File: src/rtl/refdiv_pkg.sv
package refdiv_pkg;

   localparam int SPOT_W  = 4;
   localparam int SPOT_RW = 14;

   typedef struct packed {
      logic               ok;
      logic [SPOT_RW-1:0] ratio;
   } spot_ratio_t;

   // divide ratio that brings a spot frequency down to 8 kHz
   function automatic spot_ratio_t spot_lookup(input logic [SPOT_W-1:0] code);
      spot_ratio_t r;
      r.ok = 1'b1;
      unique case (code)
         4'd0:    r.ratio = SPOT_RW'(256);
         4'd1:    r.ratio = SPOT_RW'(193);
         4'd2:    r.ratio = SPOT_RW'(810);
         4'd3:    r.ratio = SPOT_RW'(2430);
         4'd4:    r.ratio = SPOT_RW'(3240);
         4'd5:    r.ratio = SPOT_RW'(4860);
         4'd6:    r.ratio = SPOT_RW'(6480);
         4'd7:    r.ratio = SPOT_RW'(9720);
         default: begin
            r.ok    = 1'b0;
            r.ratio = SPOT_RW'(1);
         end
      endcase
      return r;
   endfunction

endpackage

File: src/rtl/refdiv_edge.sv
module refdiv_edge #(
   parameter int SYNC_STAGES = 2
) (
   input  logic clk,
   input  logic rst_n,
   input  logic ref_i,
   input  logic fall_sel,
   output logic edge_o
);
   localparam int TAP = SYNC_STAGES - 1;

   logic [SYNC_STAGES:0] sh_q;
   logic                 level, hist;

   always_ff @(posedge clk) begin
      if (!rst_n) sh_q <= '0;
      else        sh_q <= {sh_q[SYNC_STAGES-1:0], ref_i};
   end

   assign level  = sh_q[TAP];
   assign hist   = sh_q[SYNC_STAGES];
   assign edge_o = fall_sel ? (hist & ~level) : (level & ~hist);
endmodule

File: src/rtl/refdiv_ratio.sv
module refdiv_ratio
   import refdiv_pkg::*;
#(
   parameter int N_W   = 14,
   parameter int N_MAX = 12499,
   parameter int CNT_W = 14
) (
   input  logic [1:0]        mode,
   input  logic [SPOT_W-1:0] spot,
   input  logic [N_W-1:0]    n_val,
   output logic [CNT_W-1:0]  ratio,
   output logic              ok
);
   spot_ratio_t sr;
   logic        n_in_range;

   assign sr         = spot_lookup(spot);
   assign n_in_range = (n_val != '0) && (32'(n_val) <= N_MAX);

   always_comb begin
      if (mode[1]) begin                 // manual wins over automatic
         ok    = n_in_range;
         ratio = CNT_W'(n_val) + CNT_W'(1);
      end else if (mode[0]) begin
         ok    = sr.ok;
         ratio = CNT_W'(sr.ratio);
      end else begin
         ok    = 1'b1;
         ratio = CNT_W'(1);
      end
   end
endmodule

File: src/rtl/refdiv_counter.sv
module refdiv_counter #(
   parameter int CNT_W = 14
) (
   input  logic             clk,
   input  logic             rst_n,
   input  logic             edge_stb,
   input  logic [CNT_W-1:0] cfg_ratio,
   input  logic             cfg_ok,
   input  logic             cfg_pol,
   output logic             act_pol,
   output logic             pulse_o
);
   logic [CNT_W-1:0] cnt, act_ratio;
   logic             act_valid;
   logic             at_term;

   assign at_term = (cnt == act_ratio - CNT_W'(1));

   always_ff @(posedge clk) begin
      if (!rst_n) begin
         cnt       <= '0;
         act_ratio <= CNT_W'(1);
         act_valid <= 1'b0;
         act_pol   <= 1'b0;
         pulse_o   <= 1'b0;
      end else begin
         pulse_o <= 1'b0;
         if (!act_valid) begin
            cnt       <= '0;
            act_ratio <= cfg_ratio;
            act_valid <= cfg_ok;
            act_pol   <= cfg_pol;
         end else if (edge_stb) begin
            if (at_term) begin
               pulse_o   <= 1'b1;
               cnt       <= '0;
               act_ratio <= cfg_ratio;
               act_valid <= cfg_ok;
               act_pol   <= cfg_pol;
            end else begin
               cnt <= cnt + CNT_W'(1);
            end
         end
      end
   end
endmodule

File: src/rtl/refdiv_8k.sv
module refdiv_8k
   import refdiv_pkg::*;
#(
   parameter int NUM_REFS    = 2,
   parameter int N_W         = 14,
   parameter int N_LO_W      = 8,
   parameter int N_MAX       = 12499,
   parameter int SYNC_STAGES = 2
) (
   input  logic                       clk,
   input  logic                       rst_n,
   input  logic [NUM_REFS-1:0]        ref_in,
   input  logic [2*NUM_REFS-1:0]      mode_i,
   input  logic [SPOT_W*NUM_REFS-1:0] spot_i,
   input  logic [NUM_REFS-1:0]        pol_i,
   input  logic [N_W-N_LO_W-1:0]      n_hi_i,
   input  logic [N_LO_W-1:0]          n_lo_i,
   output logic [NUM_REFS-1:0]        pulse_o
);
   localparam int N_CW  = $clog2(N_MAX + 2);
   localparam int CNT_W = (N_CW > SPOT_RW) ? N_CW : SPOT_RW;

   if (SYNC_STAGES < 2) begin : g_bad_sync
      $error("refdiv_8k: SYNC_STAGES must be at least 2");
   end
   if (N_LO_W >= N_W) begin : g_bad_split
      $error("refdiv_8k: N_LO_W must be below N_W");
   end
   if (N_MAX < 1 || N_MAX >= (2 ** N_W)) begin : g_bad_nmax
      $error("refdiv_8k: N_MAX must fit in N_W bits");
   end
   if (NUM_REFS < 1) begin : g_bad_refs
      $error("refdiv_8k: NUM_REFS must be positive");
   end

   logic [N_W-1:0] n_shared;
   assign n_shared = {n_hi_i, n_lo_i};

   for (genvar c = 0; c < NUM_REFS; c++) begin : g_ch
      logic             edge_stb, act_pol, cfg_ok;
      logic [CNT_W-1:0] cfg_ratio;

      refdiv_edge #(.SYNC_STAGES(SYNC_STAGES)) u_edge (
         .clk      (clk),
         .rst_n    (rst_n),
         .ref_i    (ref_in[c]),
         .fall_sel (act_pol),
         .edge_o   (edge_stb)
      );

      refdiv_ratio #(.N_W(N_W), .N_MAX(N_MAX), .CNT_W(CNT_W)) u_ratio (
         .mode  (mode_i[2*c +: 2]),
         .spot  (spot_i[SPOT_W*c +: SPOT_W]),
         .n_val (n_shared),
         .ratio (cfg_ratio),
         .ok    (cfg_ok)
      );

      refdiv_counter #(.CNT_W(CNT_W)) u_cnt (
         .clk       (clk),
         .rst_n     (rst_n),
         .edge_stb  (edge_stb),
         .cfg_ratio (cfg_ratio),
         .cfg_ok    (cfg_ok),
         .cfg_pol   (pol_i[c]),
         .act_pol   (act_pol),
         .pulse_o   (pulse_o[c])
      );
   end
endmodule

File: config.mk
export PLATFORM = sky130hd
export DESIGN_NAME = refdiv_8k
export DESIGN_NICKNAME = d
export VERILOG_FILES = /design/src/rtl/refdiv_pkg.sv /design/src/rtl/refdiv_edge.sv /design/src/rtl/refdiv_ratio.sv /design/src/rtl/refdiv_counter.sv /design/src/rtl/refdiv_8k.sv
export SDC_FILE = /design/constraint.sdc
export NUM_CORES = 1
export LEC_CHECK = 0
export CAP_MARGIN = 40
export CORE_UTILIZATION = 55
export DETAILED_ROUTE_END_ITERATION = 16
export DONT_BUFFER_PORTS = 1
export HOLD_SLACK_MARGIN = 0.02
export PLACE_DENSITY_LB_ADDON = 0.15
export SYNTH_ARGS = -nofsm -noshare
export SYNTH_HDL_FRONTEND = slang
export SYNTH_SLANG_ARGS = --single-unit
export TNS_END_PERCENT = 10
File: constraint.sdc
create_clock -name clk -period 3.6 [get_ports clk]
set_input_delay 0.18 -clock clk [delete_from_list [all_inputs] [get_ports clk]]
set_output_delay 0.18 -clock clk [all_outputs]
set_load 0.02 [all_outputs]
======== Yosys cells after proc, flatten, opt, wreduce, memory -nomap -nowiden ========
Cells that the tools add are included.
storage, ports and cells
  register bits ........................... 68
  bits in latches ......................... 0
  memory bits (writable) .................. 0
  bits in read-only memories .............. 0
  input bits .............................. 32
  logic and storage cells ................. 94
  memories kept ........................... 0
cells by class
  $add $sub $neg .......................... 5
  multipliers ............................. 0
  divide/modulo/power cells ............... 0
  order comparisons ....................... 1
  eq/ne operators ......................... 20
  shift operators ......................... 0
  mux-type cells .......................... 36
  bitwise logic cells ..................... 8
  reductions and logical operators ........ 12
operators by type and width
  cell                   count
  $pmux 14 s8            2
  $mux 14                12
  $add 14x1->14 const B  3
  $eq 4x3->1 const B     8
  $eq 14x14->1           2
  $sub 14x1->14 const B  2
  $mux 1                 22
  $eq 4x2->1 const B     4
  $reduce_or 8->1        2
  $le 14x14->1 const B   1
  $reduce_bool 14->1     1
  $eq 4x1->1 const B     2
  $logic_not 4->1        2
  $ne 2x2->1 const B     4
  $reduce_and 2->1       4
  $reduce_and 3->1       2
  $and 1x1->1            4
  $not 1->1              4
  $logic_and 1x1->1      1

======== Depth between registers and ports, before layout ========
  depth after elaboration ................. 8
  depth in mapped cells ................... 12
  gate-level depth less buffers ........... 9

======== Modules after synthesis ========
A second synthesis with hierarchy kept.
second synthesis, totals
  cells, all modules ...................... 628
  area total of the unflattened synthesis .. 5012.3 sq um
modules (own cells, without submodules)
  module          times used  cells an instance  area an instance (sq um)
  refdiv_counter  2           207                1788.0
  refdiv_ratio    2           98                 616.8
  refdiv_edge     2           9                  101.3

======== Least setup slack after synthesis ========
OpenSTA, ideal clock, no wires.
  kind .................................... register -> register
  start point ............................. register g_ch[0].u_cnt.act_ratio[2]
  end point ............................... register g_ch[0].u_cnt.act_ratio[11]
  library setup time ...................... 0.086 ns
  arrival time ............................ 2.744 ns
  required time ........................... 3.514 ns
  path slack .............................. 0.770 ns
  stages on the path, launching flop included .. 11
  clock period less this slack ............ 2.830 ns
  path through ............................ dfxtp_1 > or3_1 > buf_6 > or4_1 > a211oi_2 > o22ai_1 > or4b_1 > buf_6 > and2_4 > buf_6 > a211oi_1
on the way
  cells in the longest elaborated chain, start to end .. 4
ends and longest elaborated chain
  element                     line                  text
  start: declaration          refdiv_counter.sv:13  logic [CNT_W-1:0] cnt, act_ratio;
  start signal: assignment    refdiv_counter.sv:30  act_ratio <= cfg_ratio;
  start signal: assignment    refdiv_counter.sv:37  act_ratio <= cfg_ratio;
  $sub 14x1->14               refdiv_counter.sv:17  assign at_term = (cnt == act_ratio - CNT_W'(1));
  $eq 14x14->1                refdiv_counter.sv:17
  $ne 2x2->1 (no line)        -
  $reduce_and 2->1 (no line)  -
Every way passes these cells.
A chain may end at the register's enable or synchronous reset.

======== Final worst setup path ========
  start point ............................. register g_ch[1].u_cnt.act_ratio[0]
  end point ............................... register g_ch[1].u_cnt.act_ratio[11]
on the way
  cells in the longest elaborated chain, start to end .. 4
ends and longest elaborated chain
  element                     line
  start: declaration          refdiv_counter.sv:13
  start signal: assignment    refdiv_counter.sv:30
  start signal: assignment    refdiv_counter.sv:37
  $sub 14x1->14               refdiv_counter.sv:17
  $eq 14x14->1                refdiv_counter.sv:17
  $ne 2x2->1 (no line)        -
  $reduce_and 2->1 (no line)  -
Every way passes these cells.

==> results.sh <==
export IMPL_diodes=0
export IMPL_drive_above_1_share_pct=5.38
export IMPL_fin_nets=646
export IMPL_worstSetupEndpointType="flip-flop"
export IMPL_drv_cap=0
export IMPL_synth_seq_cells=68
export IMPL_slowest_delay_ns=0.92
export IMPL_ir_drop_uv=185
export IMPL_postCtsSetupBuffers=0
export IMPL_placed_cell_area_um2=4740
export IMPL_p_clk_share_pct=34.2
export IMPL_synth_top_area_share_pct=28.8
export IMPL_ys_seq_area_share_pct=28.8
export IMPL_hold_viol=0
export IMPL_cellLeakagePower_nw=1.78
export IMPL_slew_headroom_pct=49.9
export IMPL_fmax_ghz=0.308
export IMPL_grt_usage_pct=27.4
export IMPL_path_max_fanout=24
export IMPL_tightest_slew_ns=0.751
export IMPL_ys_types=65
export IMPL_synth_area_um2=4730
export IMPL_clk_path_buf_depth=2
export IMPL_setup_tns_final_ns=0
export IMPL_synthCells=625
export IMPL_first_iter_violations=180
export IMPL_reg2reg_depth=9
export IMPL_p_int_mw=1.31
export IMPL_grt_max_degree=25
export IMPL_ant_nets=0
export IMPL_yosysMostFrequentCell="nor2_1"
export IMPL_gp_congestion=0.876
export IMPL_reg2reg_slack_ns=0.35
export IMPL_finalCritPeriodShare_pct=90.2
export IMPL_net_switching_power_mw=0.581
export IMPL_root_buffer="clkbuf_8"
export IMPL_yosysWarnings=0
export IMPL_hpwl_um=8590
export IMPL_wl_per_cell_um=16.2
export IMPL_io_buffers=0
export IMPL_fp_dieW_um=94.7
export IMPL_drt_first_pass_iters=4
export IMPL_clkLatencyLatePin_ns=0.34
export IMPL_grt_overflow=0
export IMPL_status="completed"
export IMPL_finalPower_mw=1.90
export IMPL_ys_top_cells_by_count="nor2_1, dfxtp_1, nand2_1, nand3_1, xnor2_1"
export IMPL_clk_pin_slew_worst_paths_ns=0.08
export IMPL_start_util_pct=57.3
export IMPL_async_reset_ff_share_pct=0
export IMPL_chipHeight_um=94.7
export IMPL_cts_tree="done"
export IMPL_power_frac_seq_pct=45.0
export IMPL_p_sw_share_pct=30.7
export IMPL_p_per_area_nw_per_um2=380
export IMPL_startpoint_type="flip-flop"
export IMPL_holdPathEnd="g_ch[0].u_cnt.act_ratio[0]"
export IMPL_synth_ff_type="dfxtp_1"
export IMPL_crit_type="reg2reg"
export IMPL_syn_area_per_cell_um2=7.57
export IMPL_skew_ns=0.0102
export IMPL_wirelength_um=11600
export IMPL_netlist_top_cell_by_area="dfxtp_1"
export IMPL_grt_pass1_vias=4006
export IMPL_hold_ws_ns=0.0753
export IMPL_p_comb_share_pct=20.8
export IMPL_antenna_found_initial=0
export IMPL_r2r_start="g_ch[1].u_cnt.act_ratio[0]"
export IMPL_synthTopCellsByArea="dfxtp_1, xnor2_1, xor2_1, nor2_1, nand2_1"
export IMPL_r2r_end="g_ch[1].u_cnt.act_ratio[11]"
export IMPL_synth_edf_count=0
export IMPL_io_pins=34
export IMPL_htreeDepth=3
export IMPL_drc_errors=0
export IMPL_cts_buffers=9
export IMPL_core_um2=8260
export IMPL_rsz0062_at_grt="false"
export IMPL_cts_sinks=68
export IMPL_required_ns=3.89
export IMPL_post_route_min_period_ns=3.25
export IMPL_hold_path_cell_count=3
export IMPL_dieArea_um2=8980
export IMPL_slowest_stage="or4_1"
export IMPL_synthesis_nets=663
export IMPL_hold_start="n_lo_i[0]"
export IMPL_cp_cell_sequence="inv_1, ha_1, nor4b_4, xnor2_1, nor4b_1, a311oi_1, or4_1, or3_1, nand3_1"
export IMPL_min_path_type="in2reg"
export IMPL_final_max_slew_viol_count=0
export IMPL_grt_pass1_wl_um=19100
export IMPL_vias_per_cell=6.08
export IMPL_worstPathArrival_ns=3.53
export IMPL_syn_to_final_growth_pct=5.37
export IMPL_rows=33
export IMPL_fin_area_um2=4980
export IMPL_via_count=4364
export IMPL_finalSetupViolations=0
[cells in the final DEF (no fill, tap or decap), types with 4 or more instances in the layout]
master | synthesis | final
inv_1 | 22 | 22
buf_4 | 2 | 9
nor4_1 | 9 | 9
a22oi_1 | 7 | 7
dfxtp_1 | 68 | 68
ha_1 | 6 | 6
clkbuf_8 | 0 | 11
and4_1 | 5 | 5
a211oi_1 | 14 | 14
nand2b_1 | 8 | 8
mux2i_1 | 5 | 5
a21o_1 | 4 | 4
o21ai_0 | 17 | 17
a21oi_1 | 21 | 21
and3_1 | 6 | 6
or3_1 | 13 | 13
a32o_1 | 4 | 4
nor2b_1 | 4 | 4
xnor2_1 | 37 | 37
nand4_1 | 18 | 18
dlygate4sd3_1 | 0 | 4
nand2_1 | 60 | 60
o22ai_1 | 12 | 12
nand3_1 | 42 | 42
o211ai_1 | 7 | 7
nor3_1 | 18 | 18
and2_1 | 11 | 11
nor2_1 | 70 | 70
nor4b_1 | 5 | 5
xor2_1 | 36 | 36
[kinds of logic after synthesis]
group,share of synthesized area [%]
AOI/OAI and AO/OA,18.1
muxes,1.30
DFF,28.8
adders and majority gates,1.59
and+or+nand+nor,31.0
buffers and inverters,5.71
xor gates and xnor gates,13.5
[critical path: cells and delay by family, from the launching register on]
family | cells | cell delay (ns)
AND/OR/NAND/NOR | 5 | 2.19
AO/OA/AOI/OAI | 1 | 0.14
flip-flops | 1 | 0.35
adder cells (fa/ha/maj) | 1 | 0.26
XOR/XNOR | 1 | 0.14
buffers and inverters | 1 | 0.10
[cell type report]
class / instances / area [um^2]
Clock buffer: 12 / 155
Fill cell: 796 / 3270
Timing Repair Buffer: 13 / 108
Clock inverter: 4 / 47.5
Multi-Input combinational cell: 494 / 3100
Sequential cell: 68 / 1360
Inverter: 22 / 82.6
Tap cell: 105 / 131
[metrics by stage]
step / setup slack (ns) / cells / util [%]
3_3_place_gp: 0.521 / 698 / 57.4
5_1_grt: 0.175 / 718 / 60.4
6_report: 0.352 / 718 / 60.4
3_5_place_dp: 0.372 / 698 / 57.4
2_1_floorplan: 0.770 / 625 / -
4_1_cts: 0.371 / 718 / 60.4
[routing by layer]
| layer | vias to the layer above | part of all wire [%] | GRT usage (%) |
|---|---|---|---|
| li1 | 2210 | - | - |
| met1 | 2015 | 49 | 38.4 |
| met2 | 126 | 44 | 42.0 |
| met3 | 13 | 4.9 | 4.27 |
| met4 | 0 | 1.8 | 10.6 |
| met5 | - | 0 | 0 |
[registers in the layout, summed over array words and instances (netlist names)]
name and flops:
g_ch.u_edge.sh_q 6, g_ch.u_cnt.act_pol 2, g_ch.u_cnt.act_ratio 28, g_ch.u_cnt.pulse_o 2
g_ch.u_cnt.act_valid 2, g_ch.u_cnt.cnt 28
[how the worst max path moves through the flow]
stage / start / end
after floorplan: g_ch[0].u_cnt.act_ratio[2] / g_ch[0].u_cnt.act_ratio[11]
after global placement: g_ch[0].u_cnt.act_ratio[0] / g_ch[0].u_cnt.act_ratio[10]
after detailed placement: g_ch[1].u_cnt.act_ratio[0] / g_ch[1].u_cnt.act_ratio[11]
after CTS: g_ch[1].u_cnt.act_ratio[0] / g_ch[1].u_cnt.act_ratio[11]
after global routing: g_ch[1].u_cnt.act_ratio[0] / g_ch[1].u_cnt.act_ratio[3]
final: g_ch[1].u_cnt.act_ratio[0] / g_ch[1].u_cnt.act_ratio[11]
[power by group through the flow]
stage | clock network (mW) | logic [mW] | registers (mW)
3_5_place_dp | 0 | 0.381 | 0.868
2_1_floorplan | 0 | 0.339 | 0.839
4_1_cts | 0.655 | 0.390 | 0.851
6_report | 0.649 | 0.394 | 0.853
5_1_grt | 0.691 | 0.438 | 0.860
3_3_place_gp | 0 | 0.374 | 0.865
[timing repair]
item                                   4_1_cts  5_1_grt
gates resized for setup                      0        0
endpoints found under the hold margin       16        0
hold buffers                                 4        0
(Power assumes the default switching activity.)
